### src/rtl/hwd_pkg.sv
package hwd_pkg;

  typedef enum logic [1:0] {
    KIND_IO  = 2'd0,
    KIND_TPM = 2'd1,
    KIND_FW  = 2'd2,
    KIND_RSV = 2'd3
  } cyc_kind_e;

  // Bit positions inside a window's first word
  localparam int unsigned WIN_EN_BIT  = 31;
  localparam int unsigned WIN_IO_BIT  = 30;
  localparam int unsigned WIN_TPM_BIT = 29;

  // Bit positions inside the global word
  localparam int unsigned GATE_IO_BIT  = 3;
  localparam int unsigned GATE_TPM_BIT = 2;
  localparam int unsigned GATE_FW_BIT  = 1;

  typedef struct packed {
    logic en;
    logic io_ok;
    logic tpm_ok;
  } win_flags_t;

  typedef struct packed {
    logic io;
    logic tpm;
    logic fw;
  } gate_t;

endpackage

### src/rtl/hwd_cfg_regs.sv
module hwd_cfg_regs
  import hwd_pkg::*;
#(
  parameter int unsigned NUM_WIN = 6,
  parameter int unsigned ADDR_W  = 28,
  parameter int unsigned DATA_W  = 32,
  parameter int unsigned SEL_W   = 4
) (
  input  logic                 clk,
  input  logic                 rst,
  input  logic                 we_i,
  input  logic [SEL_W-1:0]     sel_i,
  input  logic [DATA_W-1:0]    wdata_i,
  output win_flags_t           flags_o [NUM_WIN],
  output logic [ADDR_W-1:0]    lo_o    [NUM_WIN],
  output logic [ADDR_W-1:0]    hi_o    [NUM_WIN],
  output gate_t                gate_o
);

  localparam logic [SEL_W-1:0] GLOBAL_SEL = '0;

  always_ff @(posedge clk) begin
    if (rst) begin
      gate_o <= '0;
    end else if (we_i && sel_i == GLOBAL_SEL) begin
      gate_o.io  <= wdata_i[GATE_IO_BIT];
      gate_o.tpm <= wdata_i[GATE_TPM_BIT];
      gate_o.fw  <= wdata_i[GATE_FW_BIT];
    end
  end

  // Global write takes effect on the next cycle
  gate_update_chk: assert property (@(posedge clk) disable iff (rst)
    (we_i && sel_i == GLOBAL_SEL) |=>
      (gate_o.io == $past(wdata_i[GATE_IO_BIT]) && gate_o.fw == $past(wdata_i[GATE_FW_BIT])));

  for (genvar k = 0; k < NUM_WIN; k++) begin : g_win
    localparam logic [SEL_W-1:0] SEL_LO = SEL_W'(1 + 2 * k);
    localparam logic [SEL_W-1:0] SEL_HI = SEL_W'(2 + 2 * k);

    always_ff @(posedge clk) begin
      if (rst) begin
        flags_o[k] <= '0;
        lo_o[k]    <= '0;
      end else if (we_i && sel_i == SEL_LO) begin
        flags_o[k].en     <= wdata_i[WIN_EN_BIT];
        flags_o[k].io_ok  <= wdata_i[WIN_IO_BIT];
        flags_o[k].tpm_ok <= wdata_i[WIN_TPM_BIT];
        lo_o[k]           <= wdata_i[ADDR_W-1:0];
      end
    end

    always_ff @(posedge clk) begin
      if (rst) begin
        hi_o[k] <= '0;
      end else if (we_i && sel_i == SEL_HI) begin
        hi_o[k] <= wdata_i[ADDR_W-1:0];
      end
    end


    reset_clear_chk: assert property (@(posedge clk)
      $past(rst) |-> (flags_o[k] == '0 && lo_o[k] == '0 && hi_o[k] == '0));
  end

endmodule

### src/rtl/hwd_window_match.sv
module hwd_window_match
  import hwd_pkg::*;
#(
  parameter int unsigned ADDR_W = 28
) (
  input  win_flags_t          flags_i,
  input  logic [ADDR_W-1:0]   lo_i,
  input  logic [ADDR_W-1:0]   hi_i,
  input  gate_t               gate_i,
  input  logic [ADDR_W-1:0]   addr_i,
  input  cyc_kind_e           kind_i,
  output logic                match_o
);

  logic permitted;
  logic in_range;

  always_comb begin
    unique case (kind_i)
      KIND_IO:  permitted = flags_i.io_ok  & gate_i.io;
      KIND_TPM: permitted = flags_i.tpm_ok & gate_i.tpm;
      KIND_FW:  permitted = gate_i.fw;
      default:  permitted = 1'b0;
    endcase
  end

  assign in_range = (addr_i >= lo_i) && (addr_i <= hi_i);
  assign match_o  = flags_i.en & permitted & in_range;

endmodule

### src/rtl/hwd_prio_pick.sv
module hwd_prio_pick #(
  parameter int unsigned NUM_WIN = 6,
  parameter int unsigned IDX_W   = 3
) (
  input  logic               clk,
  input  logic               rst,
  input  logic [NUM_WIN-1:0] match_i,
  output logic               any_o,
  output logic [IDX_W-1:0]   idx_o
);

  always_comb begin
    any_o = |match_i;
    idx_o = '0;
    for (int i = NUM_WIN - 1; i >= 0; i--) begin
      if (match_i[i]) idx_o = IDX_W'(i);
    end
  end


  pick_is_match_chk: assert property (@(posedge clk) disable iff (rst)
    any_o |-> match_i[idx_o]);


  pick_lowest_chk: assert property (@(posedge clk) disable iff (rst)
    any_o |-> ((match_i & ((NUM_WIN'(1) << idx_o) - NUM_WIN'(1))) == '0));

endmodule

### src/rtl/hostwin_decoder.sv
module hostwin_decoder
  import hwd_pkg::*;
#(
  parameter int unsigned NUM_WIN = 6,
  parameter int unsigned ADDR_W  = 28,
  parameter int unsigned DATA_W  = 32,
  parameter int unsigned SEL_W   = $clog2(2 * NUM_WIN + 1),
  parameter int unsigned IDX_W   = (NUM_WIN > 1) ? $clog2(NUM_WIN) : 1
) (
  input  logic              clk,
  input  logic              rst,
  input  logic              cfg_we,
  input  logic [SEL_W-1:0]  cfg_sel,
  input  logic [DATA_W-1:0] cfg_wdata,
  input  logic              req_valid,
  input  logic [ADDR_W-1:0] req_addr,
  input  logic [1:0]        req_kind,
  output logic              res_valid,
  output logic              res_hit,
  output logic [IDX_W-1:0]  res_idx
);

  win_flags_t         flags [NUM_WIN];
  logic [ADDR_W-1:0]  lo    [NUM_WIN];
  logic [ADDR_W-1:0]  hi    [NUM_WIN];
  gate_t              gate;
  logic [NUM_WIN-1:0] match;
  logic               any_hit;
  logic [IDX_W-1:0]   win_idx;
  cyc_kind_e          kind;

  assign kind = cyc_kind_e'(req_kind);

  hwd_cfg_regs #(
    .NUM_WIN(NUM_WIN), .ADDR_W(ADDR_W), .DATA_W(DATA_W), .SEL_W(SEL_W)
  ) u_cfg (
    .clk(clk), .rst(rst), .we_i(cfg_we), .sel_i(cfg_sel), .wdata_i(cfg_wdata),
    .flags_o(flags), .lo_o(lo), .hi_o(hi), .gate_o(gate)
  );

  for (genvar k = 0; k < NUM_WIN; k++) begin : g_match
    hwd_window_match #(.ADDR_W(ADDR_W)) u_match (
      .flags_i(flags[k]), .lo_i(lo[k]), .hi_i(hi[k]), .gate_i(gate),
      .addr_i(req_addr), .kind_i(kind), .match_o(match[k])
    );
  end

  hwd_prio_pick #(.NUM_WIN(NUM_WIN), .IDX_W(IDX_W)) u_pick (
    .clk(clk), .rst(rst), .match_i(match), .any_o(any_hit), .idx_o(win_idx)
  );

  always_ff @(posedge clk) begin
    if (rst) begin
      res_valid <= 1'b0;
      res_hit   <= 1'b0;
      res_idx   <= '0;
    end else begin
      res_valid <= req_valid;
      res_hit   <= req_valid & any_hit;
      res_idx   <= (req_valid & any_hit) ? win_idx : '0;
    end
  end


  res_latency_chk: assert property (@(posedge clk) disable iff (rst)
    !$past(rst) |-> (res_valid == $past(req_valid)));


  idle_zero_chk: assert property (@(posedge clk) disable iff (rst)
    (!res_valid || !res_hit) |-> (res_idx == '0 && (res_valid || !res_hit)));


  rsv_kind_miss_chk: assert property (@(posedge clk) disable iff (rst)
    (req_valid && req_kind == 2'd3) |=> !res_hit);


  disabled_win_miss_chk: assert property (@(posedge clk) disable iff (rst)
    res_hit |-> $past(flags[0].en || flags[1].en || flags[2].en ||
                      flags[3].en || flags[4].en || flags[5].en));

endmodule

### config.mk
export PLATFORM = sky130hd
export DESIGN_NAME = hostwin_decoder
export DESIGN_NICKNAME = d
export VERILOG_FILES = /design/src/rtl/hwd_pkg.sv /design/src/rtl/hwd_cfg_regs.sv /design/src/rtl/hwd_window_match.sv /design/src/rtl/hwd_prio_pick.sv /design/src/rtl/hostwin_decoder.sv
export SDC_FILE = /design/constraint.sdc
export NUM_CORES = 1
export LEC_CHECK = 0
export CAP_MARGIN = 15
export CORE_UTILIZATION = 40
export DETAILED_ROUTE_END_ITERATION = 8
export SLEW_MARGIN = 30
export SYNTH_ARGS = -nofsm -noshare
export SYNTH_HDL_FRONTEND = slang
export SYNTH_SLANG_ARGS = --single-unit
### constraint.sdc
create_clock -name clk -period 3.4 [get_ports clk]
set_clock_uncertainty 0.1 [all_clocks]
set_input_delay 0.68 -clock clk [delete_from_list [all_inputs] [get_ports clk]]
set_output_delay 0.68 -clock clk [all_outputs]
set_load 0.02 [all_outputs]
==> flow_summary.json <==
{
  "fin_area_um2": 25000,
  "ir_drop_uv": 289,
  "endpoint_kind": "flop",
  "core_um2": 51500,
  "path_max_fanout": 7,
  "synth-edff-count": 0,
  "hold_slack_ns": 0.351,
  "antenna_found_initial": 0,
  "cts_root_buf": "clkbuf_16",
  "vias": 19600,
  "critPathKind": "in -> reg",
  "worst_pin_slew_ns": 0.991,
  "hold_viol_final": 0,
  "numCtsBuffers": 41,
  "drcViolationCount": 0,
  "post_cts_resized": 0,
  "fmax_ghz": 0.305,
  "start_util_pct": 40.7,
  "die-area_um2": 53300,
  "dpl_cell_area_um2": 23600,
  "dieWidth_um": 231,
  "min_period_over_period_pct": 96.4,
  "drt_iter0_drc": 1760,
  "place.gp.congestion": 0.876,
  "yosysWarnings": 0,
  "cts_tree": "done",
  "power_uw": 10400,
  "ys_ff_latch": 362,
  "drt-wirelength-per-cell_um": 18.5,
  "overflow": 0,
  "final_antenna_net_count": 0,
  "path_clk_slew_ns": 0.06,
  "die_height_um": 231,
  "area_delta_synth_final_pct": 19.4,
  "slew_headroom_pct": 33.7,
  "post_cts_buffers": 0,
  "nets": 3386,
  "p_leak_uw": 0.00899,
  "vias_per_cell": 5.31,
  "avgSynthCellArea_um2": 7.43,
  "required_ns": 3.77,
  "clk_path_buf_depth": 3,
  "cts_hold_buf": 0,
  "status": "finished clean",
  "syn_nets": 3227,
  "grt_pass1_wl_mm": 106,
  "cts.sinks": 362,
  "ys_seq_area_share_pct": 34.6,
  "cap_violations": 0,
  "numPortBuffers": 73,
  "diodes": 0,
  "cp.arrival_ns": 3.65,
  "synth_cells": 2821,
  "min_period_ns": 3.28,
  "fin_util_pct": 48.6,
  "start_kind": "primary input",
  "rows": 83,
  "insertion_delay_ns": 0.56,
  "drv_slew": 0,
  "io_pins": 75,
  "rsz0062_at_grt": "no",
  "grt_use_total_pct": 25.6,
  "drive_gt1_share_pct": 8.67,
  "ys_types": 58,
  "async_flop_share_pct": 0,
  "min_path_type": "reg -> reg",
  "htreeDepth": 2,
  "grt_max_degree": 147,
  "first_global_vias": 18800,
  "wirelength_mm": 68.1,
  "drt-pass1-iter-count": 5,
  "dp_hpwl_mm": 47.8,
  "ys.flop_type": "dfxtp_1",
  "syn_area_um2": 21000,
  "p_per_area_nw_per_um2": 414,
  "setup_viol": 0,
  "ff2ff_setup_slack_ns": 0.41
}
## Yosys cell counts, drive strengths merged, types with 3 or more instances
library cell | instances | area [µm²]
and4 | 6 | 52.6
ha | 336 | 4200
nand3 | 39 | 195
buf | 5 | 20.0
o21ai | 56 | 284
a41oi | 4 | 42.6
nand2b | 7 | 43.8
a21boi | 10 | 75.1
nor2b | 14 | 87.6
nand2 | 792 | 2970
a31oi | 5 | 31.3
or4 | 4 | 30.0
nor2 | 39 | 146
inv | 332 | 1250
clkbuf | 131 | 492
a21o | 28 | 210
nor4 | 8 | 50.1
a211oi | 13 | 97.6
o31ai | 4 | 30.0
dfxtp | 362 | 7250
o211ai | 11 | 87.6
and3 | 4 | 25.0
a211o | 3 | 27.5
a221oi | 4 | 35.0
and2 | 4 | 27.5
nor3 | 16 | 90.1
a2111oi | 4 | 35.0
a21oi | 490 | 2450
nand4 | 61 | 388
## layout by cell type (no fill, tap or decap), types with 3 or more instances in the layout
master,netlist,layout
and3_1,4,4
clkdlybuf4s50_1,0,72
clkbuf_16,0,43
nor4_1,8,8
o211ai_1,10,10
o21ai_0,54,54
inv_1,332,332
a21boi_0,10,10
or4_1,4,4
ha_1,336,336
nor2_2,0,6
nand2_1,792,792
o31ai_1,4,4
a41oi_1,3,3
dfxtp_1,362,362
nand3_1,39,39
nor3_1,14,14
clkinv_2,0,3
clkbuf_8,0,9
a21oi_1,490,490
and4_1,6,6
nand4_1,60,60
buf_4,0,163
bufinv_16,0,5
nand2b_1,7,7
a21o_1,28,28
a211oi_1,13,13
buf_12,0,16
a31oi_1,5,5
nor2_1,39,33
clkbuf_1,131,11
a2111oi_0,4,4
nor2b_1,14,13
a221oi_1,4,4
## metal layers
metal / global-route usage, % / wire (µm) / vias up
li1: - / - / 9703
met1: 34.7 / 31300 / 9254
met2: 42.4 / 30900 / 510
met3: 2.87 / 3970 / 112
met4: 7.66 / 1910 / 0
met5: 0 / 0 / -
## worst max-delay path, stage by stage
cell and delay, ns:
clkdlybuf4s50_1 0.50, buf_12 0.20, buf_4 0.16, ha_1 0.28, nand4_1 0.12, nor4_1 0.34, buf_4 0.17, nand2_1 0.04
nor4b_1 0.49, o22ai_1 0.22, a21boi_0 0.22, nor3_1 0.22
## logic make-up (layout without fill, tap and decap cells)
kind of cell / after synthesis / after routing / synth area share, %
AO/OA/AOI/OAI: 649 / 649 / 17.0
adder cells (fa/ha/maj): 336 / 336 / 20.0
buffers and inverters: 468 / 657 / 8.38
flip-flops: 362 / 362 / 34.6
AND/OR/NAND/NOR: 1006 / 1006 / 20.0
## flip-flops by register name, summed over array words and instances, names as in the netlist
register       count
res_idx            3
u_cfg.flags_o     18
u_cfg.hi_o       168
u_cfg.lo_o       168
u_cfg.gate_o       3
res_hit            1
res_valid          1
## report_power, final
group | leakage, µW | internal (µW) | switching, µW | total, µW
registers | 0.00292 | 4300 | 26.1 | 4320
clock network | 0.000695 | 2890 | 1850 | 4740
logic | 0.00537 | 517 | 793 | 1310
total | 0.00899 | 7700 | 2670 | 10400
## final timing paths
path                                        start           endpoint  depth (start not counted)
worst min register to register  u_cfg.flags_o[11]  u_cfg.flags_o[11]                          2
worst max register to register      u_cfg.lo_o[9]            res_hit                         12
worst max-delay path                 req_addr[24]         res_idx[2]                         12
worst min-delay path            u_cfg.flags_o[11]  u_cfg.flags_o[11]                          2
## metrics by stage
step           worst slack (ns)  setup TNS, ns  std cells
2_1_floorplan             0.571              0       2821
4_1_cts                   0.184              0       3690
5_1_grt                0.000316              0       3690
3_3_place_gp             -0.347          -1.30       3617
6_report                  0.121              0       3690
3_5_place_dp             -0.369          -1.36       3617
## final cells by class
class,count,area (µm²)
clock buffer,63,1240
clock inverter,10,181
fill,5008,26500
inverter,332,1250
multi-input combinational,1991,12000
sequential,362,7250
tap,680,851
timing repair buffer,252,2280
Note: power is estimated with default switching activity, not from simulation.
